**src/rtl/tis_pkg.sv**
```systemverilog
package tis_pkg;

  typedef enum logic [1:0] {
    ST_IDLE  = 2'd0,
    ST_PASS  = 2'd1,
    ST_WRITE = 2'd2
  } seqState_t;

  // strobes from the control FSM to the datapath
  typedef struct packed {
    logic accept;      // block accepted, capture length
    logic passStart;   // a pass begins next cycle, re-arm the threshold flag
    logic writeStart;  // decoding stopped, write phase begins next cycle
    logic endEven;     // final pass count is even
    logic etStop;      // stop was caused by the threshold test
    logic writing;     // this cycle is a write cycle
    logic finish;      // this cycle is the last write cycle
  } seqStrobe_t;

endpackage

```
**src/rtl/tis_ctrl.sv**
```systemverilog
module tis_ctrl
  import tis_pkg::*;
#(
  parameter int CW = 5
) (
  input  logic          clk,
  input  logic          rstN,
  input  logic          startPulse,
  input  logic          passDone,
  input  logic          aboveNow,
  input  logic          lastIdx,
  input  logic [CW-1:0] minHalf,
  input  logic [CW-1:0] maxHalf,
  output seqStrobe_t    strobe,
  output logic [CW-1:0] halfCnt,
  output logic          busy,
  output logic          ilvOrder
);

  seqState_t     state, stateNext;
  logic [CW-1:0] nextCnt;
  logic          hitMax;
  logic          etOk;

  assign nextCnt = halfCnt + 1'b1;
  // maximum is tested first, so it governs when below the minimum
  assign hitMax  = nextCnt >= maxHalf;
  assign etOk    = (nextCnt >= minHalf) && aboveNow;

  always_comb begin
    stateNext = state;
    strobe    = '0;
    unique case (state)
      ST_IDLE: begin
        if (startPulse) begin
          strobe.accept    = 1'b1;
          strobe.passStart = 1'b1;
          stateNext        = ST_PASS;
        end
      end
      ST_PASS: begin
        if (passDone) begin
          if (hitMax || etOk) begin
            strobe.writeStart = 1'b1;
            strobe.endEven    = ~nextCnt[0];
            strobe.etStop     = ~hitMax;
            stateNext         = ST_WRITE;
          end else begin
            strobe.passStart = 1'b1;
          end
        end
      end
      ST_WRITE: begin
        strobe.writing = 1'b1;
        if (lastIdx) begin
          strobe.finish = 1'b1;
          stateNext     = ST_IDLE;
        end
      end
      default: stateNext = ST_IDLE;
    endcase
  end

  always_ff @(posedge clk or negedge rstN) begin
    if (!rstN) begin
      state   <= ST_IDLE;
      halfCnt <= '0;
    end else begin
      state <= stateNext;
      if (strobe.accept) begin
        halfCnt <= '0;
      end else if (state == ST_PASS && passDone) begin
        halfCnt <= nextCnt;
      end
    end
  end

  assign busy     = (state != ST_IDLE);
  assign ilvOrder = (state == ST_PASS) && halfCnt[0];

endmodule

```
**src/rtl/tis_dp.sv**
```systemverilog
module tis_dp
  import tis_pkg::*;
#(
  parameter int SW = 8,
  parameter int AW = 15,
  parameter int CW = 5
) (
  input  logic          clk,
  input  logic          rstN,
  input  seqStrobe_t    strobe,
  input  logic          softValid,
  input  logic [SW-1:0] softVal,
  input  logic [SW-2:0] etThresh,
  input  logic [AW-1:0] blkLen,
  input  logic [AW-1:0] ilvAddr,
  input  logic [CW-1:0] halfCnt,
  output logic          aboveNow,
  output logic          lastIdx,
  output logic [AW-1:0] rdIdx,
  output logic          wrCsN,
  output logic [AW-1:0] wrAddr,
  output logic          wrBit,
  output logic [CW-1:0] halfDone,
  output logic          etPass
);

  localparam int TW = SW - 1;

  logic [SW-1:0] mag;
  logic          beyond;
  logic          allAbove;
  logic [AW-1:0] lenQ;
  logic [AW-1:0] idx;
  logic          endEvenQ;
  logic          etPendQ;

  // unsigned magnitude; the most negative code maps to 2^(SW-1)
  assign mag      = softVal[SW-1] ? (~softVal + 1'b1) : softVal;
  assign beyond   = mag > {1'b0, etThresh[TW-1:0]};
  assign aboveNow = allAbove & (~softValid | beyond);
  assign lastIdx  = (idx == lenQ - 1'b1);

  always_ff @(posedge clk or negedge rstN) begin
    if (!rstN) begin
      allAbove <= 1'b1;
      lenQ     <= '0;
      idx      <= '0;
      endEvenQ <= 1'b0;
      etPendQ  <= 1'b0;
      halfDone <= '0;
      etPass   <= 1'b0;
    end else begin
      if (strobe.passStart) begin
        allAbove <= 1'b1;
      end else if (softValid && !beyond) begin
        allAbove <= 1'b0;
      end

      if (strobe.accept) begin
        lenQ <= blkLen;
      end

      if (strobe.writeStart) begin
        idx      <= '0;
        endEvenQ <= strobe.endEven;
        etPendQ  <= strobe.etStop;
      end else if (strobe.writing) begin
        idx <= idx + 1'b1;
      end

      if (strobe.finish) begin
        halfDone <= halfCnt;
        etPass   <= etPendQ;
      end else begin
        etPass <= 1'b0;
      end
    end
  end

  assign rdIdx  = idx;
  assign wrCsN  = ~strobe.writing;
  assign wrAddr = endEvenQ ? ilvAddr : idx;
  assign wrBit  = strobe.writing & softVal[SW-1];

endmodule

```
**src/rtl/turbo_iter_seq.sv**
```systemverilog
module turbo_iter_seq
  import tis_pkg::*;
#(
  parameter int SW = 8,
  parameter int AW = 15,
  parameter int CW = 5
) (
  input  logic          clk,
  input  logic          rstN,
  input  logic          startPulse,
  input  logic          passDone,
  input  logic          softValid,
  input  logic [SW-1:0] softVal,
  input  logic [AW-1:0] blkLen,
  input  logic [CW-1:0] minHalf,
  input  logic [CW-1:0] maxHalf,
  input  logic [SW-2:0] etThresh,
  input  logic [AW-1:0] ilvAddr,
  output logic          busy,
  output logic          ilvOrder,
  output logic [AW-1:0] rdIdx,
  output logic          wrCsN,
  output logic [AW-1:0] wrAddr,
  output logic          wrBit,
  output logic [CW-1:0] halfDone,
  output logic          etPass
);

  seqStrobe_t    strobe;
  logic [CW-1:0] halfCnt;
  logic          aboveNow;
  logic          lastIdx;

  tis_ctrl #(.CW(CW)) u_ctrl (
    .clk       (clk),
    .rstN      (rstN),
    .startPulse(startPulse),
    .passDone  (passDone),
    .aboveNow  (aboveNow),
    .lastIdx   (lastIdx),
    .minHalf   (minHalf),
    .maxHalf   (maxHalf),
    .strobe    (strobe),
    .halfCnt   (halfCnt),
    .busy      (busy),
    .ilvOrder  (ilvOrder)
  );

  tis_dp #(.SW(SW), .AW(AW), .CW(CW)) u_dp (
    .clk      (clk),
    .rstN     (rstN),
    .strobe   (strobe),
    .softValid(softValid),
    .softVal  (softVal),
    .etThresh (etThresh),
    .blkLen   (blkLen),
    .ilvAddr  (ilvAddr),
    .halfCnt  (halfCnt),
    .aboveNow (aboveNow),
    .lastIdx  (lastIdx),
    .rdIdx    (rdIdx),
    .wrCsN    (wrCsN),
    .wrAddr   (wrAddr),
    .wrBit    (wrBit),
    .halfDone (halfDone),
    .etPass   (etPass)
  );

endmodule

```
**config.mk**
```make
export PLATFORM = sky130hd
export DESIGN_NAME = turbo_iter_seq
export DESIGN_NICKNAME = d
export VERILOG_FILES = /design/src/rtl/tis_pkg.sv /design/src/rtl/tis_ctrl.sv /design/src/rtl/tis_dp.sv /design/src/rtl/turbo_iter_seq.sv
export SDC_FILE = /design/constraint.sdc
export NUM_CORES = 1
export LEC_CHECK = 0
export ABC_AREA = 1
export BUFFER_PORTS_ARGS = -buffer_cell sky130_fd_sc_hd__buf_2
export CAP_MARGIN = 15
export CORE_MARGIN = 4
export CORE_UTILIZATION = 40
export CTS_BUF_LIST = sky130_fd_sc_hd__clkbuf_8
export CTS_CLUSTER_SIZE = 16
export DETAILED_ROUTE_END_ITERATION = 6
export HOLD_SLACK_MARGIN = 0.03
export PLACE_DENSITY = 0.68
export SYNTH_ARGS = -nofsm -noshare
export SYNTH_HDL_FRONTEND = slang
export SYNTH_HIERARCHICAL = 1
export SYNTH_SLANG_ARGS = --single-unit
```
**constraint.sdc**
```tcl
create_clock -name clk -period 3.8 [get_ports clk]
set_input_delay 0.38 -clock clk [delete_from_list [all_inputs] [get_ports clk]]
set_output_delay 0.38 -clock clk [all_outputs]
set_load 0.1 [all_outputs]
```
Word-level counts from Yosys, hierarchy flattened
Index checks and enable logic that the tools add are counted.
- add/sub/neg operators: 4
- magnitude comparators: 3
- eq/ne operators: 7
- muxes and demuxes: 23
- bitwise gates (word level): 8
- reduce and logical (&&, ||, !) cells: 12
- operators by type and width (cell ; number):
    two-way mux 15 bit ; 3
    adder 15 x 1 -> 15 bit (second input constant) ; 1
    equality test 15 bit ; 1
    subtractor 15 x 1 -> 15 bit (second input constant) ; 1
    two-way mux 2 bit ; 6
    >= comparator 5 bit ; 2
    two-way mux 5 bit ; 2
    adder 8 x 1 -> 8 bit (second input constant) ; 1
    > comparator 8 x 7 -> 1 bit ; 1
    two-way mux 8 bit ; 1
    inverter 8 bit ; 1
    nonzero test 2 bit ; 4
    two-way mux 1 bit ; 6
    two-way mux 3 bit ; 2
    != test 2 bit (second input constant) ; 3
    case mux 2 bit (3 select lines) ; 1
    adder 5 x 1 -> 5 bit (second input constant) ; 1
    logical AND 1 bit ; 4
    two-way mux 4 bit ; 1
    inverter 1 bit ; 4
    AND reduction 4 bit ; 1
    AND 1 bit ; 2
    equality test 2 x 1 -> 1 bit (second input constant) ; 1
    equality test 2 bit (second input constant) ; 1
    6 further kinds ; 6
- bits in registers: 46
- bits of input ports: 60
- output and inout port bits: 40
- logic and storage cells: 66

Depth between registers and ports, before layout
- word-level depth: 12
- gate-level depth with buffers: 31
- gate-level depth less buffers: 31

Modules after synthesis
The synthesis kept the hierarchy.
- by module, submodules not included (module ; instances ; cells each ; area each (sq um) ; sequential area each (sq um)):
    tis_dp ; 1 ; 417 ; 2806.4 ; 977.2
    tis_ctrl ; 1 ; 96 ; 689.4 ; 175.2

Least setup slack after synthesis
Ideal clock, no wire load.
- path type: register to output
- start point: register u_dp.idx[8], in the netlist u_dp/rdIdx[8]
- end point: output port wrAddr[8]
- arrival: 3.398 ns
- path slack: 0.022 ns
- stages on the path, launching flop included: 3
- buffers on the path: 0
- cells stage by stage: dfrtp_1 inv_1 o21ai_0
- longest elaborated chain between the ends: 1
- RTL lines (item ; line ; RTL):
    start, declared ; tis_dp.sv:33 ; logic [AW-1:0] idx;
    start signal, assigned ; tis_dp.sv:68 ; idx <= idx + 1'b1;
    two-way mux 15 bit ; tis_dp.sv:82 ; assign wrAddr = endEvenQ ? ilvAddr : idx;
    end, declared ; turbo_iter_seq.sv:23 ; output logic [AW-1:0] wrAddr,
No other way between the ends.

==> out/metrics.cfg <==
[clock_network]
post_cts_resize_count=0
cts_tree=yes
clkTransAtPathRegs_ps=90
cts-buffers-inserted=5
h-tree-depth=2
max-clock-path-buffers=2
cts.sinks=46
clockRootBuffer=clkbuf_8
clock_latency_ps=310

[sta]
fin_tns_setup_ps=0
fmax_ghz=0.315
slew_viol_final=0
rsz0062_at_grt=false
slew_headroom_pct=46.7
period_share_pct=83.5
tightest_slew_ps=799
setup_viol=0
min_period_ps=3170
hold_viol_final=0
fin_skew_ps=9.24

[yosys]
yosysSeqAreaShare_pct=33.0
synth-seq-cells=46
synthArstFlopShare_pct=100
synth.top_cell.area_share_pct=32.2
synthDistinctLibCells=35
avgSynthCellArea_sq_um=6.81
yosys.area.top_type=dfrtp_1
synth_most_common_cell=nand2_1
synth.top_cells.by_count=152 x nand2_1, 81 x inv_1, 51 x nor2_1
netlist_area_sq_um=3500
ys_warn_count=6
synth_edf_count=0
synthCells=513
synth_ff_type=dfrtp_1
synth_area_leaders=dfrtp_1 32%, nand2_1 16%, inv_1 8.7%
synthesis.nets=594

[placed_design]
port-buffer-count=99
dp_hpwl_um=7300
finalWeightedCongestion=0.884
dp_cells=709

[route]
routed_wl_um=9080
num_vias=3519
first_iter_violations=170
firstDrtPassIters=5
drc=0
routedWlPerCell_um=12.6
via_per_inst=4.89
ant_nets=0

[setup_path]
critPathMaxFanout=6
cpMostUsedCell=nand2_1
max_stage_delay_ps=290
arrival_ps=3370
cp-end-kind=register
cpMaxStageDelayCell=or2_2
path_class=in -> reg
required_ps=4000
cp-start-kind=primary input

[power]
p_int_mw=0.681
p_sw_mw=0.312
seqPwrFrac_pct=49.2
powerDensity_nw_per_um2=235
swShare_pct=31.4
leakage_nw=2.41
combPwrFrac_pct=17.8
vdd_drop_max_uv=110
clkPwrFrac_pct=32.9

[layout]
syn_to_final_growth_pct=20.8
fill_cells=858
fin_cells=719
drive_gt1_share_pct=23.3
multi_input_area_sq_um=1980
final-seq-area_sq_um=1150
nets=694
n_antenna_cell=0

[global_route]
grt_pass1_vias=3333
track_usage_pct=17.9
grt_remaining_overflow=0
antenna_found_initial=0
grt_max_degree=47
grt_pass1_wl_um=14900

[floorplan]
num_rows=33
ios=100
fp.coreArea_sq_um=8340
die_w_um=101
dieArea_sq_um=10300
initial_core_util_pct=41.9
die_h_um=101

[status]
status=complete, no violations

[hold_path]
min_path_type=in -> reg

[run]
drv_cap=0

path summary, 6_finish.rpt:
kind	startpoint	to	slack, ps	depth (start not counted)
max	softVal[2]	u_dp/rdIdx[14]$_DFFE_PN0P_	630	30
min	blkLen[2]	u_dp/lenQ[2]$_DFFE_PN0P_	280	3
max in group asynchronous	rstN	u_dp/allAbove$_DFFE_PN1P_	2750	3
max reg2reg	u_ctrl/halfCnt[0]$_DFFE_PN0P_	u_dp/rdIdx[14]$_DFFE_PN0P_	740	22
min reg2reg	u_dp/allAbove$_DFFE_PN1P_	u_dp/allAbove$_DFFE_PN1P_	490	2
min in group asynchronous	rstN	u_dp/rdIdx[3]$_DFFE_PN0P_	500	2
power groups by stage:
stage	Sequential, mW	Clock, mW	Combinational (mW)
CTS	0.489	0.340	0.176
global placement	0.499	0	0.171
global route	0.489	0.359	0.195
finish	0.489	0.327	0.177
floorplan	0.499	0	0.116
detailed placement	0.499	0	0.176
cell type report:
type                    count  share of cell area, %
multi-input cells         371                   46.8
flip-flops and latches     46                   27.3
repair buffers            104                   13.0
inverters                  85                   7.55
well taps                 105                   3.11
clock buffers               5                   1.63
clock inverters             3                  0.622
through the flow:
step / hold slack, ps / area, sq um / total power, mW / setup WS (ps) / util (%)
after global placement: 459 / 4100 / 0.670 / 473 / 49.1
after floorplan: 84.4 / 3500 / 0.615 / 22.1 / -
after global routing: 280 / 4220 / 1.04 / 198 / 50.6
after CTS: 269 / 4190 / 1.01 / 633 / 50.3
after detailed placement: 473 / 4100 / 0.675 / 299 / 49.1
final: 277 / 4220 / 0.994 / 628 / 50.6
placed cells by master (no fill, tap or decap), types with 5 or more instances in the layout:
cell type	instances
xor2_1	16
inv_1	81
mux2_2	7
clkbuf_8	5
buf_2	99
ha_1	21
a21oi_1	9
nand2_1	152
nand3_1	27
o21ai_0	35
o21ai_1	5
nor2_1	51
dfrtp_1	45
nor3_1	12
cells by family after synthesis:
group                    share of synthesized area (%)
AO/OA/AOI/OAI                                     8.84
multiplexers                                      2.25
XOR/XNOR                                          5.01
AND/OR/NAND/NOR                                   33.0
adder cells (fa/ha/maj)                           7.52
buffers and inverters                             10.5
flip-flops                                        33.0
layer usage:
layer | GRT usage, % | vias up | wire, um
met1 | 24.4 | 1592 | 4140
met3 | 2.96 | 10 | 560
met2 | 29.1 | 115 | 4240
met5 | 0 | - | 0
li1 | - | 1802 | -
met4 | 5.32 | 0 | 134
worst max-delay path, delay by kind of cell:
family	cells	cell delay [ps]
simple gates	23	2120
buf+inv	4	320
fa+ha+maj	1	290
xor+xnor	1	150
compound gates	1	100
registers in the layout, indices dropped and copies added (netlist names):
name            cells
u_ctrl/state        2
u_dp/allAbove       1
u_dp/etPendQ        1
u_dp/rdIdx         15
u_dp/halfDone       5
u_dp/lenQ          15
u_ctrl/halfCnt      5
u_dp/etPass         1
u_dp/endEvenQ       1
what timing repair did:
action / in CTS / in global routing
hold endpoints to repair: 0 / 12
hold buffers: 0 / 1
setup buffers: 0 / 0
endpoints found under the setup margin: 0 / 0
No activity file was read; power rests on OpenSTA's default activity.
